--- src/rtl/idiv_pkg.sv ---
package idiv_pkg;

    typedef enum logic [2:0] {
        ST_IDLE,
        ST_PREP,
        ST_ITER,
        ST_FIX,
        ST_FIN,
        ST_DONE
    } div_state_e;

endpackage

--- src/rtl/idiv_prep.sv ---
// Operand conditioning: extension, magnitude conversion and wide-quotient pre-check.
module idiv_prep #(
    parameter int QW = 16
) (
    input  logic [2*QW-1:0] dvd_raw,
    input  logic [QW-1:0]   dvs_raw,
    input  logic            long_mode,
    input  logic            signed_mode,
    output logic [2*QW-1:0] dvd_mag,
    output logic [QW-1:0]   dvs_mag,
    output logic            dvd_neg,
    output logic            dvs_neg,
    output logic            hi_ovf,
    output logic            dvs_zero
);
    localparam int DW = 2 * QW;

    logic [DW-1:0] dvd_ext;

    always_comb begin
        if (long_mode) begin
            dvd_ext = dvd_raw;
        end else if (signed_mode) begin
            dvd_ext = {{QW{dvd_raw[QW-1]}}, dvd_raw[QW-1:0]};
        end else begin
            dvd_ext = {{QW{1'b0}}, dvd_raw[QW-1:0]};
        end
        dvd_neg  = signed_mode & dvd_ext[DW-1];
        dvs_neg  = signed_mode & dvs_raw[QW-1];
        dvd_mag  = dvd_neg ? (~dvd_ext + 1'b1) : dvd_ext;
        dvs_mag  = dvs_neg ? (~dvs_raw + 1'b1) : dvs_raw;
        dvs_zero = (dvs_raw == '0);
        // quotient magnitude needs more than QW bits when the upper half is not below the divisor
        hi_ovf   = (dvd_mag[DW-1:QW] >= dvs_mag);
    end
endmodule

--- src/rtl/idiv_step.sv ---
// One non-restoring iteration: shift in the next dividend bit, add or subtract the divisor.
module idiv_step #(
    parameter int QW = 16
) (
    input  logic [QW:0]   p_in,
    input  logic [QW-1:0] q_in,
    input  logic [QW-1:0] d_in,
    output logic [QW:0]   p_out,
    output logic [QW-1:0] q_out
);
    localparam int SW = QW + 2;

    logic [SW-1:0] shifted;
    logic [SW-1:0] dvs_x;
    logic [SW-1:0] sum;

    always_comb begin
        shifted = {p_in, q_in[QW-1]};
        dvs_x   = {2'b00, d_in};
        sum     = p_in[QW] ? (shifted + dvs_x) : (shifted - dvs_x);
        p_out   = sum[QW:0];
        q_out   = {q_in[QW-2:0], ~sum[QW]};
    end
endmodule

--- src/rtl/idiv_post.sv ---
// Result formation: sign application, error precedence and forced values.
module idiv_post #(
    parameter int QW = 16
) (
    input  logic [QW-1:0] q_mag,
    input  logic [QW-1:0] r_mag,
    input  logic          dvd_neg,
    input  logic          dvs_neg,
    input  logic          signed_mode,
    input  logic          hi_ovf,
    input  logic          dvs_zero,
    input  logic [QW-1:0] lo_word,
    output logic [QW-1:0] quo,
    output logic [QW-1:0] rem,
    output logic          dz,
    output logic          ovf
);
    localparam logic [QW-1:0] HALF = QW'(1) << (QW - 1);

    logic diff_sign;
    logic sgn_ovf;

    always_comb begin
        diff_sign = dvd_neg ^ dvs_neg;
        sgn_ovf   = signed_mode & (diff_sign ? (q_mag > HALF) : q_mag[QW-1]);
        dz        = dvs_zero;
        ovf       = ~dvs_zero & (hi_ovf | sgn_ovf);
        if (dz || ovf) begin
            quo = '1;
            rem = lo_word;
        end else begin
            quo = diff_sign ? (~q_mag + 1'b1) : q_mag;
            rem = dvd_neg ? (~r_mag + 1'b1) : r_mag;
        end
    end
endmodule

--- src/rtl/iter_divider.sv ---
module iter_divider
    import idiv_pkg::*;
#(
    parameter int QW = 16
) (
    input  logic              clk,
    input  logic              rst_n,
    input  logic              start,
    input  logic              stall,
    input  logic              long_mode,
    input  logic              signed_mode,
    input  logic [2*QW-1:0]   dividend,
    input  logic [QW-1:0]     divisor,
    output logic              busy,
    output logic              done,
    output logic [QW-1:0]     quotient,
    output logic [QW-1:0]     remainder,
    output logic              div_zero,
    output logic              q_ovf
);
    localparam int DW = 2 * QW;
    localparam int PW = QW + 1;
    localparam int CW = $clog2(QW);
    localparam logic [CW-1:0] LAST_IT = CW'(QW - 1);

    div_state_e state_q, state_d;

    // captured request
    logic [DW-1:0] dvd_cap;
    logic [QW-1:0] dvs_cap;
    logic          long_cap, sgn_cap;

    // iteration state
    logic [PW-1:0] p_q;
    logic [QW-1:0] q_q;
    logic [QW-1:0] d_q;
    logic [CW-1:0] cnt_q;
    logic          dvd_neg_q, dvs_neg_q, hi_ovf_q, zero_q;

    // combinational helpers
    logic [DW-1:0] pre_dvd_mag;
    logic [QW-1:0] pre_dvs_mag;
    logic          pre_dvd_neg, pre_dvs_neg, pre_hi_ovf, pre_zero;
    logic [PW-1:0] step_p;
    logic [QW-1:0] step_q;
    logic [PW-1:0] p_fixed;
    logic [QW-1:0] post_quo, post_rem;
    logic          post_dz, post_ovf;
    logic          accept;

    idiv_prep #(.QW(QW)) u_prep (
        .dvd_raw    (dvd_cap),
        .dvs_raw    (dvs_cap),
        .long_mode  (long_cap),
        .signed_mode(sgn_cap),
        .dvd_mag    (pre_dvd_mag),
        .dvs_mag    (pre_dvs_mag),
        .dvd_neg    (pre_dvd_neg),
        .dvs_neg    (pre_dvs_neg),
        .hi_ovf     (pre_hi_ovf),
        .dvs_zero   (pre_zero)
    );

    idiv_step #(.QW(QW)) u_step (
        .p_in (p_q),
        .q_in (q_q),
        .d_in (d_q),
        .p_out(step_p),
        .q_out(step_q)
    );

    idiv_post #(.QW(QW)) u_post (
        .q_mag      (q_q),
        .r_mag      (p_q[QW-1:0]),
        .dvd_neg    (dvd_neg_q),
        .dvs_neg    (dvs_neg_q),
        .signed_mode(sgn_cap),
        .hi_ovf     (hi_ovf_q),
        .dvs_zero   (zero_q),
        .lo_word    (dvd_cap[QW-1:0]),
        .quo        (post_quo),
        .rem        (post_rem),
        .dz         (post_dz),
        .ovf        (post_ovf)
    );

    assign accept  = start && ((state_q == ST_IDLE) || (state_q == ST_DONE));
    assign p_fixed = p_q[QW] ? (p_q + {1'b0, d_q}) : p_q;

    // state register
    always_ff @(posedge clk or negedge rst_n) begin
        if (!rst_n) begin
            state_q <= ST_IDLE;
        end else begin
            state_q <= state_d;
        end
    end

    // next state
    always_comb begin
        state_d = state_q;
        unique case (state_q)
            ST_IDLE: if (start) state_d = ST_PREP;
            ST_PREP: if (!stall) state_d = ST_ITER;
            ST_ITER: if (!stall && (cnt_q == LAST_IT)) state_d = ST_FIX;
            ST_FIX:  if (!stall) state_d = ST_FIN;
            ST_FIN:  if (!stall) state_d = ST_DONE;
            ST_DONE: state_d = start ? ST_PREP : ST_IDLE;
            default: state_d = ST_IDLE;
        endcase
    end

    // outputs decoded from state
    always_comb begin
        busy = 1'b0;
        done = 1'b0;
        unique case (state_q)
            ST_PREP, ST_ITER, ST_FIX, ST_FIN: busy = 1'b1;
            ST_DONE: done = 1'b1;
            default: ;
        endcase
    end

    // request capture
    always_ff @(posedge clk or negedge rst_n) begin
        if (!rst_n) begin
            dvd_cap  <= '0;
            dvs_cap  <= '0;
            long_cap <= 1'b0;
            sgn_cap  <= 1'b0;
        end else if (accept) begin
            dvd_cap  <= dividend;
            dvs_cap  <= divisor;
            long_cap <= long_mode;
            sgn_cap  <= signed_mode;
        end
    end

    // iteration datapath
    always_ff @(posedge clk or negedge rst_n) begin
        if (!rst_n) begin
            p_q       <= '0;
            q_q       <= '0;
            d_q       <= '0;
            cnt_q     <= '0;
            dvd_neg_q <= 1'b0;
            dvs_neg_q <= 1'b0;
            hi_ovf_q  <= 1'b0;
            zero_q    <= 1'b0;
        end else if (!stall) begin
            if (state_q == ST_PREP) begin
                p_q       <= {1'b0, pre_dvd_mag[DW-1:QW]};
                q_q       <= pre_dvd_mag[QW-1:0];
                d_q       <= pre_dvs_mag;
                cnt_q     <= '0;
                dvd_neg_q <= pre_dvd_neg;
                dvs_neg_q <= pre_dvs_neg;
                hi_ovf_q  <= pre_hi_ovf;
                zero_q    <= pre_zero;
            end else if (state_q == ST_ITER) begin
                p_q   <= step_p;
                q_q   <= step_q;
                cnt_q <= cnt_q + 1'b1;
            end else if (state_q == ST_FIX) begin
                p_q <= p_fixed;
            end
        end
    end

    // result registers, loaded once per operation
    always_ff @(posedge clk or negedge rst_n) begin
        if (!rst_n) begin
            quotient  <= '0;
            remainder <= '0;
            div_zero  <= 1'b0;
            q_ovf     <= 1'b0;
        end else if ((state_q == ST_FIN) && !stall) begin
            quotient  <= post_quo;
            remainder <= post_rem;
            div_zero  <= post_dz;
            q_ovf     <= post_ovf;
        end
    end
endmodule

--- config.mk ---
export PLATFORM = sky130hd
export DESIGN_NAME = iter_divider
export DESIGN_NICKNAME = d
export VERILOG_FILES = /design/src/rtl/idiv_pkg.sv /design/src/rtl/idiv_prep.sv /design/src/rtl/idiv_step.sv /design/src/rtl/idiv_post.sv /design/src/rtl/iter_divider.sv
export SDC_FILE = /design/constraint.sdc
export NUM_CORES = 1
export LEC_CHECK = 0
export BUFFER_PORTS_ARGS = -buffer_cell sky130_fd_sc_hd__buf_2
export CAP_MARGIN = 20
export CORE_ASPECT_RATIO = 1.25
export CORE_MARGIN = 4
export CORE_UTILIZATION = 38
export CTS_CLUSTER_DIAMETER = 200
export CTS_CLUSTER_SIZE = 12
export DETAILED_ROUTE_END_ITERATION = 10
export SLEW_MARGIN = 30
export SYNTH_ARGS = -nofsm -noshare
export SYNTH_HDL_FRONTEND = slang
export SYNTH_HIERARCHICAL = 1
export SYNTH_SLANG_ARGS = --single-unit
--- constraint.sdc ---
create_clock -name clk -period 5.9 [get_ports clk]
set_clock_uncertainty 0.2 [all_clocks]
set_input_delay 1.18 -clock clk [delete_from_list [all_inputs] [get_ports clk]]
set_output_delay 1.18 -clock clk [all_outputs]
set_load 0.01 [all_outputs]
==> out/results.tsv, run 1 <==
metric	value	unit
ant_nets	0	
slew_headroom	0.367	
dieArea	30900	um2
critical_path_class	flop to flop	
initial_core_util	0.386	
start_kind	flop	
cts_max_level	4	
cp.depth	14	
rsz0062_at_grt	no	
seq_area_frac_synth	0.337	
hold_class	flop to flop	
synthMuxAreaShare	0.151	
drive_gt1_frac	0.243	
crit_slowest_cell	o311ai_0	
die_w	158	um
fin_nets	1278	
met3_usage	0.0293	
synth-main-ff-cell	dfrtp_1	
grt_pass1_wl	47500	um
wire_per_inst	19.8	um
path_buf_inv	2	
cp.required	6.02	ns
drc	0	
status	completed	
dpl.hpwl	22800	um
rows	68	
finalMaxSlewViolations	0	
tightestPinTransition	0.938	ns
synth_top_family_by_area	compound AO/OA/AOI/OAI gates	
r2r_slack	1.53	ns
synth_adder_area_share	0.0670	
gp_congestion	0.926	
netlist_area	10700	um2
postCtsSetupBuffers	0	
cts_buffers	17	
syn_area_per_cell	9.64	um2
cts_buffer_depth	2	
yosysUniqueCellTypes	94	
hold_viol	0	
synthCells	1109	
crit_chain	buf_4 -> nand2_1 -> nand2_1 -> nand2_1 -> inv_1 -> o41ai_1 -> o311ai_0 -> ha_1 -> nand2_1 -> o211ai_1 -> o211ai_1 -> a21oi_1 -> a211o_1 -> mux2_1	
die_h	195	um
drv_cap	0	
drt_first_iter_violations	675	
root_buffer	clkbuf_16	
via_count	8652	
setup_violations	0	
insertion_delay	0.43	ns
detail_route.vias_per_cell	5.65	
synth-edff-count	0	
antenna_found_initial	0	
cts_resized	0	
synth_nets	1219	
synth_xor_area_frac	0.0828	
cp_slowest_stage_delay	0.82	ns
min_period	4.37	ns
crit_top_cell	nand2_1	
async_reset_ff_frac	1.00	
dr.pass1.iters	5	
cts_hold_buf	0	
grtUsageTotal	0.195	
clk_pin_slew_worst_paths	0.07	ns
use_met2	0.340	
tns	0	ns
ys_ff_latch	144	
insertedDiodeCount	0	
io_buffer_count	89	
grt_pass1_vias	8659	
cp_max_fo	27	
wl	30300	um
min_path_cells	1	
path_delay_family	compound AO/OA/AOI/OAI gates	
area_growth	11.9	%
grtUsageMet1	0.237	
yosysWarnings	6	
reg2reg_depth	14	
synth-compound-area-share	0.167	
clock-sinks	144	
synth-simple-area-share	0.144	
grt.overflow.total	0	
busiest_layer	met2	
pin_count	90	
design.core.area	27700	um2
max_freq	229	MHz
cts_tree	yes	
grt_max_degree	107	
arrival	4.49	ns
cp-end-kind	flop	
final.period_utilization	0.741	
[final timing paths]
path	start	endpoint
max	long_cap	hi_ovf_q
max in group asynchronous	rst_n	dvs_cap[8]
min	quotient[3]	quotient[3]
min reg2reg	quotient[3]	quotient[3]
max reg2reg	long_cap	hi_ovf_q
min in group asynchronous	rst_n	quotient[13]
[layout make-up]
cell class                 count  area [um2]
multi-input combinational    856        6560
sequential                   144        3600
fill                        2720       15700
tap                          350         438
timing repair buffer         100         542
inverter                      49         184
clock inverter                 8         151
clock buffer                  24         482
[cell usage after synthesis, types with 4 or more instances]
cell type  count  share of area
o21ai_0       66          0.031
nand2b_1      13         0.0076
ha_1          54          0.063
a221oi_2       5         0.0070
nor2_1        59          0.021
clkbuf_1      15         0.0053
o21ai_1        7         0.0033
o31ai_1       15          0.011
or4_4          4         0.0042
nor4_1         9         0.0053
xnor2_1       62          0.051
o211ai_1       7         0.0049
mux2_2       117           0.12
nor3b_1        4         0.0028
xor2_1        39          0.032
nand3_1       17         0.0080
or3_1          4         0.0023
o41ai_1        9         0.0074
a21oi_1       57          0.027
a311oi_1       4         0.0033
a211oi_1       8         0.0056
o21a_1         6         0.0042
and2_1         5         0.0029
buf_2         18         0.0084
a31oi_1        9         0.0053
buf_4         22          0.015
dfrtp_1      144           0.34
mux2i_1       24          0.022
nor2b_1        8         0.0047
buf_6          4         0.0042
o22ai_1       10         0.0059
a21o_1        12         0.0084
nor3_1        23          0.011
nand4_1        5         0.0029
nand2_1      103          0.036
inv_1         48          0.017
and3_1         9         0.0053
mux2_1         5         0.0053
[kinds of logic (layout without fill, tap and decap cells)]
| family | count (synthesis) | after routing |
|---|---|---|
| AO/OA/AOI/OAI | 260 | 260 |
| XOR/XNOR | 101 | 101 |
| adder cells (fa/ha/maj) | 56 | 56 |
| buffers and inverters | 109 | 181 |
| flip-flops | 144 | 144 |
| multiplexers | 146 | 146 |
| AND/OR/NAND/NOR | 293 | 293 |
[layout by cell type (no fill, tap or decap), drive strengths merged, types with 26 or more instances in the layout]
cell type | synthesis | layout
buf | 45 | 100
nor3 | 26 | 26
ha | 54 | 54
xnor2 | 62 | 62
o21ai | 75 | 75
a21oi | 60 | 60
xor2 | 39 | 39
nand2 | 103 | 103
inv | 49 | 50
dfrtp | 144 | 144
nor2 | 61 | 61
mux2 | 122 | 122
[sequential cells by signal, summed over array words and instances, names as in the netlist, 3 cells and up]
signal / flops
state_q: 3
d_q: 16
q_q: 16
dvs_cap: 16
cnt_q: 4
p_q: 17
remainder: 16
dvd_cap: 32
quotient: 16
[stage by stage]
stage | util | area [um2] | setup WS, ns | cells | hold slack [ns]
after detailed placement | 0.409 | 11300 | 1.71 | 1498 | 0.290
after global routing | 0.432 | 12000 | 1.28 | 1531 | 0.317
final | 0.432 | 12000 | 1.53 | 1531 | 0.299
after CTS | 0.432 | 11900 | 1.69 | 1530 | 0.303
after floorplan | - | 10700 | 2.39 | 1109 | 0.262
after global placement | 0.409 | 11300 | 1.85 | 1498 | 0.284
[routing by layer]
layer | vias up | wire (um)
li1 | 4125 | -
met1 | 4213 | 12600
met2 | 242 | 15400
met3 | 72 | 1120
met4 | 0 | 1200
met5 | - | 0
Power of run 1 is left out: the tool's default activity adds up to more than one toggle a clock period on the data nets, which glitch-free logic cannot reach.
==> inputs of run 2 (changes only) <==
==> constraint.sdc (replaced) <==
create_clock -name clk -period 4.2 [get_ports clk]
set_clock_uncertainty 0.2 [all_clocks]
set_input_delay 0.84 -clock clk [delete_from_list [all_inputs] [get_ports clk]]
set_output_delay 0.84 -clock clk [all_outputs]
set_load 0.01 [all_outputs]
==> out/results.tsv, run 2 (synthesized netlist as in run 1, its figures left out) <==
metric	value	unit	change
hold_class	input port to async pin		was flop to flop
reg2reg_depth	12		was 14
grt_pass1_vias	8564		was 8,659
initial_core_util	0.386		unchanged
rsz0062_at_grt	no		unchanged
cp-end-kind	flop		unchanged
tightestPinTransition	0.866	ns	was 0.938 ns
final_area	12000	um2	about the same
multi_input_area	6560	um2	about the same
pin_count	90		unchanged
worst_slack	0.280	ns	was 1.53 ns
drc	0		unchanged
arrival	4.03	ns	was 4.49 ns
r2r_start	dvd_cap[5]		was long_cap
final.period_utilization	0.933		was 0.741
cts_tree	yes		unchanged
dpl.hpwl	22600	um	was 22,800 um
clk_pin_slew_worst_paths	0.06	ns	was 0.07 ns
grt_pass1_wl	46400	um	was 47,500 um
timing.hold.ws	0.231	ns	was 0.299 ns
cts_max_level	4		unchanged
start_kind	flop		unchanged
layout_commonest_cell	dfrtp_1		unchanged
die_w	158	um	unchanged
grt.overflow.total	0		unchanged
crit_start	dvd_cap[5]		was long_cap
drt_first_iter_violations	539		was 675
die_h	195	um	unchanged
design.core.area	27700	um2	unchanged
status	completed		unchanged
wire_per_inst	19.1	um	was 19.8 um
reg_top3	dvd_cap: 32 flops, p_q: 17 flops		unchanged
dr.pass1.iters	6		was 5
clock-sinks	144		unchanged
drive_gt1_frac	0.253		was 0.243
tns	0	ns	unchanged
place_area	11400	um2	was 11,300 um2
slew_headroom	0.416		was 0.367
critical_path_class	flop to flop		unchanged
cts_resized	0		unchanged
insertion_delay	0.43	ns	about the same
rows	68		unchanged
io_buffer_count	89		unchanged
cp.required	4.30	ns	was 6.02 ns
wl	29400	um	was 30,300 um
grt_max_degree	76		was 107
root_buffer	clkbuf_16		unchanged
finalMaxSlewViolations	0		unchanged
detail_route.vias_per_cell	5.60		was 5.65
hold_viol	0		unchanged
max_freq	255	MHz	was 229 MHz
final_cell_mix	dfrtp_1, mux2_2, nand2_1		unchanged
r2r_slack	0.28	ns	was 1.53 ns
cts_buffer_depth	2		unchanged
fin_nets	1290		was 1,278
insertedDiodeCount	0		unchanged
cts_buffers	17		unchanged
grtUsageTotal	0.190		was 0.195
largest_reg_flops	32		unchanged
ant_nets	0		unchanged
drv_cap	0		unchanged
postCtsSetupBuffers	0		unchanged
place_ws	0.330	ns	was 1.71 ns
fill_cells	2686		was 2,720
setup_violations	0		unchanged
dieArea	30900	um2	unchanged
antenna_found_initial	0		unchanged
via_count	8630		was 8,652
gp_congestion	0.919		was 0.926
regArea	3600	um2	unchanged
rr_endpoint	hi_ovf_q		unchanged
area_growth	12.6	%	was 11.9%
regMostFlops	dvd_cap		unchanged
min_period	3.92	ns	was 4.37 ns
cts_hold_buf	0		unchanged
cp_max_fo	7		was 27
-- run 2: cell count changes in the layout (fill, tap and decap cells not counted), moves of 2 or more --
cell / previous run / this run
clkbuf_8: 3 / 1
clkinvlp_4: 3 / 0
clkinv_4: 0 / 4
clkbuf_1: 4 / 1
buf_4: 10 / 23
clkinv_2: 0 / 2
-- run 2: worst max-delay path by stage --
stage / end / slack [ns] / cells after the start
2_1_floorplan: hi_ovf_q / 0.69 / 12
3_3_place_gp: hi_ovf_q / 0.41 / 12
3_5_place_dp: hi_ovf_q / 0.33 / 12
4_1_cts: hi_ovf_q / 0.32 / 12
5_1_grt: hi_ovf_q / 0.04 / 12
6_report: hi_ovf_q / 0.28 / 12
-- run 2: per-layer routing --
| layer | share of wire | vias up | global-route usage | wire length [um] |
|---|---|---|---|---|
| li1 | - | 4147 | - | - |
| met5 | 0 | - | 0 | 0 |
| met4 | 0.038 | 0 | 0.0815 | 1130 |
| met3 | 0.036 | 67 | 0.0257 | 1050 |
| met2 | 0.51 | 226 | 0.332 | 14900 |
| met1 | 0.42 | 4190 | 0.233 | 12300 |
-- run 2: layout make-up --
type,count,share of cell area
flip-flops and latches,144,0.299
clock buffers,19,0.0368
multi-input cells,856,0.545
repair buffers,112,0.0519
well taps,350,0.0364
inverters,49,0.0153
clock inverters,12,0.0152
-- run 2: worst max-delay path, stage by stage, from the launching register on --
cell and delay [ns]:
dfrtp_1 0.45, nor4_1 0.39, nand3_1 0.41, nor4_4 0.39, o22ai_1 0.11, o211a_1 0.24, ha_1 0.32, a21o_1 0.19
a21oi_1 0.13, o21ai_0 0.10, a211o_1 0.32, a211o_1 0.29, mux2_1 0.27
-- run 2: per-stage QoR --
stage | cells | util
6_report | 1542 | 0.435
2_1_floorplan | 1109 | -
5_1_grt | 1542 | 0.435
3_5_place_dp | 1511 | 0.412
4_1_cts | 1542 | 0.435
3_3_place_gp | 1511 | 0.412
Power of run 2 is left out for the same reason.
==> inputs of run 3 (changes only) <==
--- a/config.mk
+++ b/config.mk
@@ -10,6 +10,7 @@
 export CORE_ASPECT_RATIO = 1.25
 export CORE_MARGIN = 4
 export CORE_UTILIZATION = 38
+export CTS_BUF_LIST = sky130_fd_sc_hd__clkbuf_8
 export CTS_CLUSTER_DIAMETER = 200
 export CTS_CLUSTER_SIZE = 12
 export DETAILED_ROUTE_END_ITERATION = 10
==> out/results.tsv, run 3 (synthesized netlist as in run 1, its figures left out) <==
metric	value	unit	change
drt_first_iter_violations	481		was 539
ant_nets	0		unchanged
gp_congestion	0.919		unchanged
dp.cells	1511		unchanged
grt_pass1_vias	8558		was 8,564
setup_violations	0		unchanged
multi_input_area	6560	um2	unchanged
io_buffer_count	89		unchanged
hold_viol	0		unchanged
arrival	4.07	ns	was 4.03 ns
finalMaxSlewViolations	0		unchanged
clk_pin_slew_worst_paths	0.09	ns	was 0.06 ns
top_layer	met4		unchanged
cts_hold_buf	0		unchanged
reg_top3	dvd_cap: 32 flops, p_q: 17 flops		unchanged
final_cell_mix	dfrtp_1, mux2_2, nand2_1		unchanged
tns	0	ns	unchanged
fin_nets	1290		unchanged
cts_buffers	17		unchanged
drc	0		unchanged
cts_tree	yes		unchanged
crit_chain	nor4_1 -> nand3_1 -> nor4_4 -> o22ai_1 -> o211a_1 -> ha_1 -> a21o_1 -> a21oi_1 -> o21ai_0 -> a211o_1 -> a211o_1 -> mux2_1		unchanged
grt.overflow.total	0		unchanged
cp_max_fo	6		was 7
tightestPinTransition	0.855	ns	was 0.866 ns
grt_pass1_wl	46300	um	was 46,400 um
r2r_slack	0.27	ns	was 0.28 ns
crit_slowest_cell	dfrtp_1		unchanged
cts_max_level	4		unchanged
grt_max_degree	76		unchanged
wl_met3	1320	um	was 1050 um
drive_gt1_frac	0.253		unchanged
cp-end-kind	flop		unchanged
min_period	3.93	ns	was 3.92 ns
drv_cap	0		unchanged
die_h	195	um	unchanged
path_buf_inv	0		unchanged
antenna_found_initial	0		unchanged
dpl.hpwl	22600	um	unchanged
cts_buffer_depth	2		unchanged
wl	29200	um	was 29,400 um
insertedDiodeCount	0		unchanged
clock-sinks	144		unchanged
wire_per_inst	19.0	um	was 19.1 um
detail_route.vias_per_cell	5.62		was 5.60
postCtsSetupBuffers	0		unchanged
via_count	8667		was 8,630
slew_headroom	0.422		was 0.416
insertion_delay	0.46	ns	was 0.43 ns
area_growth	10.8	%	was 12.6%
path_delay_family	compound AO/OA/AOI/OAI gates		unchanged
die_w	158	um	unchanged
cp.required	4.34	ns	was 4.30 ns
design.core.area	27700	um2	unchanged
final.period_utilization	0.936		was 0.933
stdcell_count	1542		unchanged
critical_path_class	flop to flop		unchanged
start_kind	flop		unchanged
rsz0062_at_grt	no		unchanged
cts_resized	0		unchanged
initial_core_util	0.386		unchanged
cp.depth	12		unchanged
crit_top_cell	a211o_1		unchanged
timing.hold.ws	0.183	ns	was 0.231 ns
status	completed		unchanged
cp_slowest_stage_delay	0.42	ns	was 0.45 ns
largest_reg_flops	32		unchanged
regMostFlops	dvd_cap		unchanged
root_buffer	clkbuf_8		was clkbuf_16
layout_commonest_cell	dfrtp_1		unchanged
hold_class	input port to async pin		unchanged
dr.pass1.iters	8		was 6
met1_length	12000	um	was 12,300 um
reg2reg_depth	12		unchanged
fill_cells	2715		was 2,686
rows	68		unchanged
regArea	3600	um2	unchanged
pin_count	90		unchanged
wl_met2	14700	um	was 14,900 um
max_freq	254	MHz	was 255 MHz
grtUsageTotal	0.189		was 0.190
dieArea	30900	um2	unchanged
==> run 3: cell type report <==
class | count | area share
clock inverters | 13 | 0.0157
inverters | 49 | 0.0155
well taps | 350 | 0.0370
clock buffers | 18 | 0.0209
repair buffers | 112 | 0.0527
flip-flops and latches | 144 | 0.304
multi-input cells | 856 | 0.554
==> run 3: metal layers <==
| metal | vias to the layer above | GRT usage |
|---|---|---|
| li1 | 4149 | - |
| met1 | 4186 | 0.232 |
| met2 | 265 | 0.329 |
| met3 | 67 | 0.0266 |
| met4 | 0 | 0.0800 |
| met5 | - | 0 |
==> run 3: final timing paths <==
path | startpoint | end
max | dvd_cap[7] | hi_ovf_q
max in group asynchronous | rst_n | p_q[9]
min in group clk | remainder[4] | remainder[4]
min | rst_n | quotient[10]
min reg2reg | remainder[4] | remainder[4]
max reg2reg | dvd_cap[7] | hi_ovf_q
==> run 3: metrics by stage <==
| stage | setup WS [ns] | util | area, um2 |
|---|---|---|---|
| after floorplan | 0.686 | - | 10700 |
| after global placement | 0.411 | 0.412 | 11400 |
| after detailed placement | 0.330 | 0.412 | 11400 |
| after CTS | 0.323 | 0.428 | 11800 |
| after global routing | 0.0392 | 0.428 | 11800 |
| final | 0.270 | 0.428 | 11800 |
Power of run 3 is left out for the same reason.
